[src/rtl/lch_pkg.sv]
package lch_pkg;

   typedef enum logic [1:0] {
      GRP_OR2  = 2'd0,
      GRP_OR4  = 2'd1,
      GRP_OR8  = 2'd2,
      GRP_NONE = 2'd3
   } grp_mode_e;

   localparam int unsigned REG_MASK = 0;
   localparam int unsigned REG_CTRL = 1;
   localparam int unsigned REG_PAT  = 2;

   localparam int unsigned CTRL_MODE_LSB = 0;
   localparam int unsigned CTRL_TEST_BIT = 2;

endpackage

[src/rtl/lch_cfg_regs.sv]
module lch_cfg_regs
   import lch_pkg::*;
#(
   parameter int unsigned N_IN   = 16,
   parameter int unsigned ADDR_W = 2
) (
   input  logic              clk,
   input  logic              rst_n,
   input  logic              wr_en,
   input  logic [ADDR_W-1:0] addr,
   input  logic [N_IN-1:0]   wdata,
   output logic [N_IN-1:0]   rdata,
   output logic [N_IN-1:0]   mask_q,
   output grp_mode_e         mode_q,
   output logic              test_q,
   output logic [N_IN-1:0]   pattern_q
);

   localparam int unsigned CTRL_W = CTRL_TEST_BIT + 1;

   if (N_IN < CTRL_W) begin : g_bad_width
      $error("lch_cfg_regs: N_IN too narrow for control field");
   end
   if (ADDR_W < 2) begin : g_bad_addr
      $error("lch_cfg_regs: ADDR_W must be at least 2");
   end

   logic sel_mask, sel_ctrl, sel_pat;

   always_comb begin
      sel_mask = (addr == ADDR_W'(REG_MASK));
      sel_ctrl = (addr == ADDR_W'(REG_CTRL));
      sel_pat  = (addr == ADDR_W'(REG_PAT));
   end

   always_ff @(posedge clk or negedge rst_n) begin
      if (!rst_n) begin
         mask_q    <= '0;
         mode_q    <= GRP_OR2;
         test_q    <= 1'b0;
         pattern_q <= '0;
      end else if (wr_en) begin
         if (sel_mask) mask_q <= wdata;
         if (sel_ctrl) begin
            mode_q <= grp_mode_e'(wdata[CTRL_MODE_LSB +: 2]);
            test_q <= wdata[CTRL_TEST_BIT];
         end
         if (sel_pat) pattern_q <= wdata;
      end
   end

   always_comb begin
      rdata = '0;
      if (sel_mask) rdata = mask_q;
      if (sel_ctrl) begin
         rdata[CTRL_MODE_LSB +: 2] = mode_q;
         rdata[CTRL_TEST_BIT]      = test_q;
      end
      if (sel_pat) rdata = pattern_q;
   end

endmodule

[src/rtl/lch_src_sel.sv]
module lch_src_sel #(
   parameter int unsigned N_IN = 16
) (
   input  logic [N_IN-1:0] ph_in,
   input  logic [N_IN-1:0] pattern,
   input  logic [N_IN-1:0] mask,
   input  logic            test_en,
   output logic [N_IN-1:0] eff
);

   logic [N_IN-1:0] raw;

   always_comb begin
      raw = test_en ? pattern : ph_in;
   end

   for (genvar n = 0; n < N_IN; n++) begin : g_bit
      assign eff[n] = raw[n] & ~mask[n];
   end

endmodule

[src/rtl/lch_or_tree.sv]
module lch_or_tree
   import lch_pkg::*;
#(
   parameter int unsigned N_IN = 16
) (
   input  logic [N_IN-1:0]   eff,
   input  grp_mode_e         mode,
   output logic [N_IN/2-1:0] lch_d
);

   localparam int unsigned N_OUT = N_IN / 2;
   localparam int unsigned N_G4  = N_IN / 4;
   localparam int unsigned N_G8  = N_IN / 8;

   if ((N_IN % 8) != 0 || N_IN == 0) begin : g_bad_n
      $error("lch_or_tree: N_IN must be a nonzero multiple of 8");
   end

   logic [N_OUT-1:0] or2_v;
   logic [N_G4-1:0]  or4_v;
   logic [N_G8-1:0]  or8_v;

   for (genvar i = 0; i < N_OUT; i++) begin : g_or2
      assign or2_v[i] = |eff[2*i +: 2];
   end

   for (genvar i = 0; i < N_G4; i++) begin : g_or4
      assign or4_v[i] = |or2_v[2*i +: 2];
   end

   for (genvar i = 0; i < N_G8; i++) begin : g_or8
      assign or8_v[i] = |or4_v[2*i +: 2];
   end

   always_comb begin
      lch_d = '0;
      unique case (mode)
         GRP_OR2: lch_d = or2_v;
         GRP_OR4: lch_d[N_G4-1:0] = or4_v;
         GRP_OR8: lch_d[N_G8-1:0] = or8_v;
         default: lch_d = '0;
      endcase
   end

endmodule

[src/rtl/lch_combiner.sv]
module lch_combiner
   import lch_pkg::*;
#(
   parameter int unsigned N_IN   = 16,
   parameter int unsigned ADDR_W = 2
) (
   input  logic                clk,
   input  logic                rst_n,
   input  logic [N_IN-1:0]     ph_in,
   input  logic                cfg_wr_en,
   input  logic [ADDR_W-1:0]   cfg_addr,
   input  logic [N_IN-1:0]     cfg_wdata,
   output logic [N_IN-1:0]     cfg_rdata,
   output logic [N_IN/2-1:0]   lch_out
);

   localparam int unsigned N_OUT = N_IN / 2;

   logic [N_IN-1:0]  mask_q;
   logic [N_IN-1:0]  pattern_q;
   grp_mode_e        mode_q;
   logic             test_q;
   logic [N_IN-1:0]  src_eff;
   logic [N_OUT-1:0] lch_d;

   lch_cfg_regs #(.N_IN(N_IN), .ADDR_W(ADDR_W)) i_regs (
      .clk       (clk),
      .rst_n     (rst_n),
      .wr_en     (cfg_wr_en),
      .addr      (cfg_addr),
      .wdata     (cfg_wdata),
      .rdata     (cfg_rdata),
      .mask_q    (mask_q),
      .mode_q    (mode_q),
      .test_q    (test_q),
      .pattern_q (pattern_q)
   );

   lch_src_sel #(.N_IN(N_IN)) i_src (
      .ph_in   (ph_in),
      .pattern (pattern_q),
      .mask    (mask_q),
      .test_en (test_q),
      .eff     (src_eff)
   );

   lch_or_tree #(.N_IN(N_IN)) i_tree (
      .eff   (src_eff),
      .mode  (mode_q),
      .lch_d (lch_d)
   );

   always_ff @(posedge clk or negedge rst_n) begin
      if (!rst_n) lch_out <= '0;
      else        lch_out <= lch_d;
   end

endmodule

[config.mk]
export PLATFORM = sky130hd
export DESIGN_NAME = lch_combiner
export DESIGN_NICKNAME = d
export VERILOG_FILES = /design/src/rtl/lch_pkg.sv /design/src/rtl/lch_cfg_regs.sv /design/src/rtl/lch_src_sel.sv /design/src/rtl/lch_or_tree.sv /design/src/rtl/lch_combiner.sv
export SDC_FILE = /design/constraint.sdc
export NUM_CORES = 1
export LEC_CHECK = 0
export ABC_AREA = 0
export BUFFER_PORTS_ARGS = -buffer_cell sky130_fd_sc_hd__buf_2
export CELL_PAD_IN_SITES_DETAIL_PLACEMENT = 1
export CELL_PAD_IN_SITES_GLOBAL_PLACEMENT = 2
export CORE_MARGIN = 4
export CORE_UTILIZATION = 37
export CTS_CLUSTER_SIZE = 25
export DETAILED_ROUTE_END_ITERATION = 12
export PLACE_DENSITY = 0.85
export SYNTH_ARGS = -nofsm -noshare
export SYNTH_HDL_FRONTEND = slang
export SYNTH_HIERARCHICAL = 1
export SYNTH_SLANG_ARGS = --single-unit
[constraint.sdc]
create_clock -name clk -period 2.8 [get_ports clk]
set_input_delay 0.14 -clock clk [delete_from_list [all_inputs] [get_ports clk]]
set_output_delay 0.14 -clock clk [all_outputs]
set_load 0.01 [all_outputs]
==> results of run 1 <==
final timing paths:
kind | cells past startpoint | startpoint | endpoint | slack, ns
min in group clk | 2 | cfg_wdata[12] | i_regs/pattern_q[12] | 0.10
min reg2reg | 1 | i_regs/pattern_q[3] | i_regs/pattern_q[3] | 0.54
min | 1 | rst_n | i_regs/pattern_q[11] | 0.01
max in group asynchronous | 1 | rst_n | i_regs/pattern_q[12] | 2.19
max reg2reg | 6 | i_regs/test_q | lch_out[0] | 0.88
max | 6 | i_regs/test_q | lch_out[0] | 0.88
area by class of cell:
type | instances | area (um^2) | share of cell area, %
clock buffers | 6 | 72.6 | 2.72
multi-input cells | 127 | 1110 | 41.4
well taps | 75 | 93.8 | 3.51
repair buffers | 63 | 323 | 12.1
flip-flops and latches | 43 | 1080 | 40.3
report_power, final:
part	switching [uW]	total (uW)	internal (uW)
combinational	245	524	280
sequential	110	859	749
clock	189	355	166
total	544	1740	1190
registers in the layout, indices dropped and copies added (netlist names):
| signal | cells |
|---|---|
| i_regs/mask_q | 16 |
| i_regs/pattern_q | 16 |
| lch_out | 8 |
| i_regs/mode_q | 2 |
| i_regs/test_q | 1 |
through the flow:
step | setup WS [ns] | instance area (um^2)
2_1_floorplan | 1.28 | 2280
5_1_grt | 0.682 | 2670
6_report | 0.881 | 2670
3_5_place_dp | 0.899 | 2600
3_3_place_gp | 0.961 | 2600
4_1_cts | 0.884 | 2670
kinds of logic after synthesis:
logic type,after synthesis,synth area share [%]
flip-flops,43,47.2
AND/OR/NAND/NOR,52,11.2
AO/OA/AOI/OAI,8,2.69
buffers and inverters,9,4.33
multiplexers,67,34.6
synthesized netlist by cell type:
master                      number
sky130_fd_sc_hd__o31ai_1         1
sky130_fd_sc_hd__or3_1           1
sky130_fd_sc_hd__nand3b_4        1
sky130_fd_sc_hd__nor3b_4         1
sky130_fd_sc_hd__buf_12          2
sky130_fd_sc_hd__and3_1          2
sky130_fd_sc_hd__nor2_1         37
sky130_fd_sc_hd__mux2_2         15
sky130_fd_sc_hd__clkbuf_2        1
sky130_fd_sc_hd__nand3b_1        1
sky130_fd_sc_hd__o21ai_0         1
sky130_fd_sc_hd__buf_6           4
sky130_fd_sc_hd__clkbuf_1        1
sky130_fd_sc_hd__a211oi_1        3
sky130_fd_sc_hd__nor3_1          2
sky130_fd_sc_hd__nand2_1         1
sky130_fd_sc_hd__nor2b_1         1
sky130_fd_sc_hd__mux2_4         20
sky130_fd_sc_hd__buf_2           1
sky130_fd_sc_hd__or2_1           1
sky130_fd_sc_hd__mux2i_1        32
sky130_fd_sc_hd__o2bb2ai_1       3
sky130_fd_sc_hd__dfrtp_1        43
sky130_fd_sc_hd__nor4_1          4
critical path, cell delays in order (launching register included):
cell and delay [ns]:
sky130_fd_sc_hd__dfrtp_1 0.55, sky130_fd_sc_hd__buf_4 0.27, sky130_fd_sc_hd__buf_4 0.17, sky130_fd_sc_hd__mux2i_1 0.19, sky130_fd_sc_hd__nor2_1 0.07, sky130_fd_sc_hd__or3_1 0.37
sky130_fd_sc_hd__and3_1 0.17
layer usage:
layer / vias to the layer above / global-route usage [%] / share of wire, %
met5: - / 0 / 0
met4: 0 / 4.25 / 0.83
met3: 4 / 3.52 / 5.6
met2: 43 / 24.3 / 45
met1: 790 / 21.6 / 48
li1: 754 / - / -
==> impl_summary.log, run 1 <==
INFO  metric floorplan.initialDensity = 38.3%
INFO  metric root_buffer = sky130_fd_sc_hd__clkbuf_8
INFO  metric grt_start_max_net_pins = 44
INFO  metric seq_area_frac_synth = 47.2%
INFO  metric synth_cell_type_count = 24
INFO  metric final_hold_viol_count = 0
INFO  metric clkLatencyLatePin = 0.28 ns
INFO  metric final_weighted_congestion_in_routability_driven_placement = 0.729
INFO  metric leakagePower = 0.00136 uW
INFO  metric report.final.slew_viol_count = 0
INFO  metric achievable-frequency = 521 MHz
INFO  metric synth_cells = 179
INFO  metric post_drt_wl_per_cell = 17.7 um
INFO  metric dominant_cell_type_by_area_after_synthesis = sky130_fd_sc_hd__dfrtp_1
INFO  metric cts.reportedPaths.clkPinSlew = 0.07 ns
INFO  metric dpl.hpwl = 4.17 mm
INFO  metric finalCriticalPeriod = 1.92 ns
INFO  metric floorplan.io_pins = 61
INFO  metric grt_pass1_wl = 8.92 mm
INFO  metric cts_buffers = 5
INFO  metric final_min_period_over_clock_period = 68.5%
INFO  metric worstPathArrival = 2.09 ns
INFO  metric worst-path-max-fanout = 8
INFO  metric area.growth.synth_to_final = 17.1%
INFO  metric dominant_cells_by_area_after_synthesis = sky130_fd_sc_hd__dfrtp_1 (47%), sky130_fd_sc_hd__mux2i_1 (14%), sky130_fd_sc_hd__mux2_4 (13%)
INFO  metric worst_pin_slew = 0.972 ns
INFO  metric power = 1740 uW
INFO  metric final.setup_skew = 0.00551 ns
INFO  metric start_kind = flop
INFO  metric timing.setup.critical_path_class = reg -> reg
INFO  metric final_cell_count_no_fill = 314
INFO  metric tritoncts = yes
INFO  metric die_footprint = 7480 um^2
INFO  metric synth_fp_nets = 216
INFO  metric drc = 0
INFO  metric syn_area = 2280 um^2
INFO  metric yosys_warnings = 6
INFO  metric route.vias.total = 1,591
INFO  metric power_density = 651 nW/um^2
INFO  metric core_area = 5960 um^2
INFO  metric std_cell_rows = 28
INFO  metric groute.usage.overall = 15.5%
INFO  metric rsz0062_at_grt = no
INFO  metric drt_iter0_drc = 38
INFO  metric number_of_detailed_routing_iterations_run_before_antenna_repair = 4
INFO  metric final_nets = 277
INFO  metric finalCoreUtilization = 44.9%
INFO  metric cts.htree.levels = 2
INFO  metric die-width = 86.5 um
INFO  metric timing.hold.worst.class = in -> async
INFO  metric max-clock-path-buffers = 2
INFO  metric synth.top_cell.area_share = 47.2%
INFO  metric grt_antenna_before_repair = 0
INFO  metric post_route_cells_drive_above_1_share = 43.9%
INFO  metric max-slew-margin-rel = 35.2%
INFO  metric cts_resized = 0
INFO  metric max_cap_viol_count = 0
INFO  metric placed_cells_incl_taps = 308
INFO  metric max-vdd-ir-drop = 252 uV
INFO  metric post_cts.repair.setup_buffers = 0
INFO  metric final_cell_mix = sky130_fd_sc_hd__buf_2 (60), sky130_fd_sc_hd__dfrtp_1 (43), sky130_fd_sc_hd__nor2_1 (37), sky130_fd_sc_hd__mux2i_1 (32), sky130_fd_sc_hd__mux2_4 (20)
INFO  metric timing.setup.tns = 0 ns
INFO  metric ant_nets = 0
INFO  metric layout_commonest_cell = sky130_fd_sc_hd__buf_2
INFO  metric synth_area_per_cell = 12.7 um^2
INFO  metric cp_data_required_time = 2.98 ns
INFO  metric ys_ff_latch = 43
INFO  metric antenna_cells_inserted = 0
INFO  metric hold_ws = 0.0129 ns
INFO  metric setup_viol = 0
INFO  metric port_buffers = 60
INFO  metric clkSinkCount = 43
INFO  metric vias_per_cell = 5.07
INFO  metric fillerInstances = 682
INFO  metric run_status = complete, no violations
INFO  metric dieHeight = 86.5 um
INFO  metric timing.critical_path.to_type = flop
INFO  metric detail_route.wirelength = 5.57 mm
INFO  metric grt_overflow_total = 0
INFO  metric vias_in_the_first_global_route = 1,760
INFO  metric post_cts_hold_buffer_count = 0
No activity file was read; power rests on OpenSTA's default activity.
==> run 2, diff against run 1 <==
--- a/config.mk
+++ b/config.mk
@@ -10,10 +10,10 @@
 export CELL_PAD_IN_SITES_DETAIL_PLACEMENT = 1
 export CELL_PAD_IN_SITES_GLOBAL_PLACEMENT = 2
 export CORE_MARGIN = 4
-export CORE_UTILIZATION = 37
+export CORE_UTILIZATION = 34
 export CTS_CLUSTER_SIZE = 25
 export DETAILED_ROUTE_END_ITERATION = 12
-export PLACE_DENSITY = 0.85
+export PLACE_DENSITY = 0.79
 export SYNTH_ARGS = -nofsm -noshare
 export SYNTH_HDL_FRONTEND = slang
 export SYNTH_HIERARCHICAL = 1
==> constraint.sdc (replaced) <==
create_clock -name clk -period 1.85 [get_ports clk]
set_input_delay 0.0925 -clock clk [delete_from_list [all_inputs] [get_ports clk]]
set_output_delay 0.0925 -clock clk [all_outputs]
set_load 0.01 [all_outputs]
==> impl_summary.log, run 2 (synthesis results as in run 1) <==
INFO  metric timing.setup.critical_path_class = reg -> reg
INFO  metric setup_viol = 0 (unchanged)
INFO  metric port_buffers = 60 (unchanged)
INFO  metric timing.rr.end = lch_out[1]
INFO  metric clkLatencyLatePin = 0.29 ns (about the same)
INFO  metric timing.critical_path.to_type = flop
INFO  metric critical_path.max_stage_delay = 0.40 ns (-0.15 ns)
INFO  metric final_cell_mix = sky130_fd_sc_hd__buf_2 (60), sky130_fd_sc_hd__dfrtp_1 (43), sky130_fd_sc_hd__nor2_1 (37), sky130_fd_sc_hd__mux2i_1 (32), sky130_fd_sc_hd__mux2_4 (20)
INFO  metric post_drt_wl_per_cell = 17.2 um (-3.2%)
INFO  metric core_area = 6420 um^2 (+7.8%)
INFO  metric cts.reportedPaths.clkPinSlew = 0.08 ns (about the same)
INFO  metric timing.hold.worst.class = in -> reg
INFO  metric postPlaceCellArea = 2660 um^2 (+2.3%)
INFO  metric detail_route.wirelength = 5.58 mm (+0.22%)
INFO  metric final_nets = 284 (+2.5%)
INFO  metric groute.usage.overall = 14.3% (-1.2 points)
INFO  metric cts.htree.levels = 2 (unchanged)
INFO  metric grt_start_max_net_pins = 44 (unchanged)
INFO  metric critical_path.reg2reg.startpoint = i_regs/test_q
INFO  metric root_buffer = sky130_fd_sc_hd__clkbuf_8
INFO  metric tritoncts = yes
INFO  metric drt_iter0_drc = 59 (+55%)
INFO  metric grt_pass1_wl = 9.30 mm (+4.3%)
INFO  metric post_route_cells_drive_above_1_share = 45.2% (+1.2 points)
INFO  metric clkSinkCount = 43 (unchanged)
INFO  metric worst_hold_path.num_cells = 2
INFO  metric cts_buffers = 5 (unchanged)
INFO  metric hold_start = cfg_wdata[10]
INFO  metric drc = 0 (unchanged)
INFO  metric worst-path-max-fanout = 6 (-2)
INFO  metric final_hold_viol_count = 0 (unchanged)
INFO  metric vias_in_the_first_global_route = 1,771 (+0.63%)
INFO  metric achievable-frequency = 614 MHz (+18%)
INFO  metric final_weighted_congestion_in_routability_driven_placement = 0.780 (+6.9%)
INFO  metric critical-path-slowest-cell = sky130_fd_sc_hd__dfrtp_1
INFO  metric dpl.hpwl = 4.21 mm (+0.73%)
INFO  metric grt_antenna_before_repair = 0 (unchanged)
INFO  metric start_kind = flop
INFO  metric dieHeight = 89.9 um (+3.9%)
INFO  metric max-slew-margin-rel = 62.7% (+27 points)
INFO  metric std_cell_rows = 29 (+3.6%)
INFO  metric vias_per_cell = 4.93 (-2.7%)
INFO  metric power_density = 977 nW/um^2 (+50%)
INFO  metric top_regs = i_regs/mask_q: 16 flops, i_regs/pattern_q: 16 flops, lch_out: 8 flops
INFO  metric max-vdd-ir-drop = 450 uV (+79%)
INFO  metric cp_data_required_time = 2.01 ns (-0.97 ns)
INFO  metric leakagePower = 0.00141 uW (+3.2%)
INFO  metric layout_commonest_cell = sky130_fd_sc_hd__buf_2
INFO  metric reg2reg_slack = 0.22 ns (-0.66 ns)
INFO  metric floorplan.io_pins = 61 (unchanged)
INFO  metric critical_path.cell_chain = buf_4, mux2i_1, nor2_1, nor4_1, and3_1, a211oi_1
INFO  metric finalCoreUtilization = 42.8% (-2.0 points)
INFO  metric floorplan.initialDensity = 35.5% (-2.8 points)
INFO  metric final_cell_count_no_fill = 325 (+3.5%)
INFO  metric die_footprint = 8080 um^2 (+8.0%)
INFO  metric worstPathArrival = 1.79 ns (-0.30 ns)
INFO  metric run_status = complete, no violations
INFO  metric route.vias.total = 1,602 (+0.69%)
INFO  metric antenna_cells_inserted = 0 (unchanged)
INFO  metric rsz0062_at_grt = no
INFO  metric timing.setup.tns = 0 ns (unchanged)
INFO  metric finalCriticalPeriod = 1.63 ns (-0.290 ns)
INFO  metric post_cts.repair.setup_buffers = 0 (unchanged)
INFO  metric grt_overflow_total = 0 (unchanged)
INFO  metric final.setup_skew = 0.00695 ns (+0.00144 ns)
INFO  metric number_of_detailed_routing_iterations_run_before_antenna_repair = 4 (unchanged)
INFO  metric worst_pin_slew = 0.559 ns (-0.412 ns)
INFO  metric worstHoldEndpoint = i_regs/pattern_q[10]
INFO  metric final_min_period_over_clock_period = 88.0% (+20 points)
INFO  metric max-clock-path-buffers = 2 (unchanged)
INFO  metric stdcell_area = 2750 um^2 (+3.0%)
INFO  metric report.final.slew_viol_count = 0 (unchanged)
INFO  metric die-width = 89.9 um (+3.9%)
INFO  metric worst_r2r_path_depth = 6 (unchanged)
INFO  metric placed_cells_incl_taps = 316 (+2.6%)
INFO  metric area.growth.synth_to_final = 20.6%
INFO  metric max_cap_viol_count = 0 (unchanged)
INFO  metric ant_nets = 0 (unchanged)
INFO  metric power = 2690 uW (+55%)
## run 2: worst max path at each step
stage | start | endpoint | slack [ns] | cells after the start
after floorplan | i_regs/test_q | lch_out[1] | 0.33 | 7
after global placement | i_regs/test_q | lch_out[1] | 0.25 | 6
after detailed placement | i_regs/test_q | lch_out[1] | 0.22 | 6
after CTS | i_regs/test_q | lch_out[0] | 0.21 | 6
after global routing | i_regs/test_q | lch_out[1] | 0.08 | 6
final | i_regs/test_q | lch_out[1] | 0.22 | 6
## run 2: metrics by stage
step / setup slack (ns) / hold slack [ns]
2_1_floorplan: 0.326 / -0.203
6_report: 0.221 / 0.0460
4_1_cts: 0.209 / 0.0367
3_5_place_dp: 0.222 / 0.202
3_3_place_gp: 0.253 / 0.205
5_1_grt: 0.0808 / 0.0310
## run 2: what timing repair did
item                      CTS  global route
resized for setup           0             0
hold buffers                1             0
hold endpoints to repair   43             0
## run 2: where the power goes
part | internal [uW] | switching, uW
clock network | 265 | 305
registers | 1130 | 135
logic | 451 | 397
## run 2: per-layer routing
metal / GRT usage [%] / vias to the layer above / wire [um]
met2: 21.6 / 46 / 2430
met5: 0 / - / 0
met3: 3.84 / 5 / 291
met1: 20.6 / 781 / 2810
li1: - / 770 / -
met4: 3.06 / 0 / 46
## run 2: layout make-up
class,instances,area [um^2]
clock buffers,7,76.3
clock inverters,1,5.00
fillers,728,3670
multi-input cells,127,1110
flip-flops and latches,43,1080
well taps,77,96.3
repair buffers,70,390
## run 2: critical path, delay by kind of cell (launching register included)
family	cells	cell delay, ns
compound gates	1	0.05
buf+inv	1	0.20
flops	1	0.40
mux	1	0.19
simple gates	3	0.67
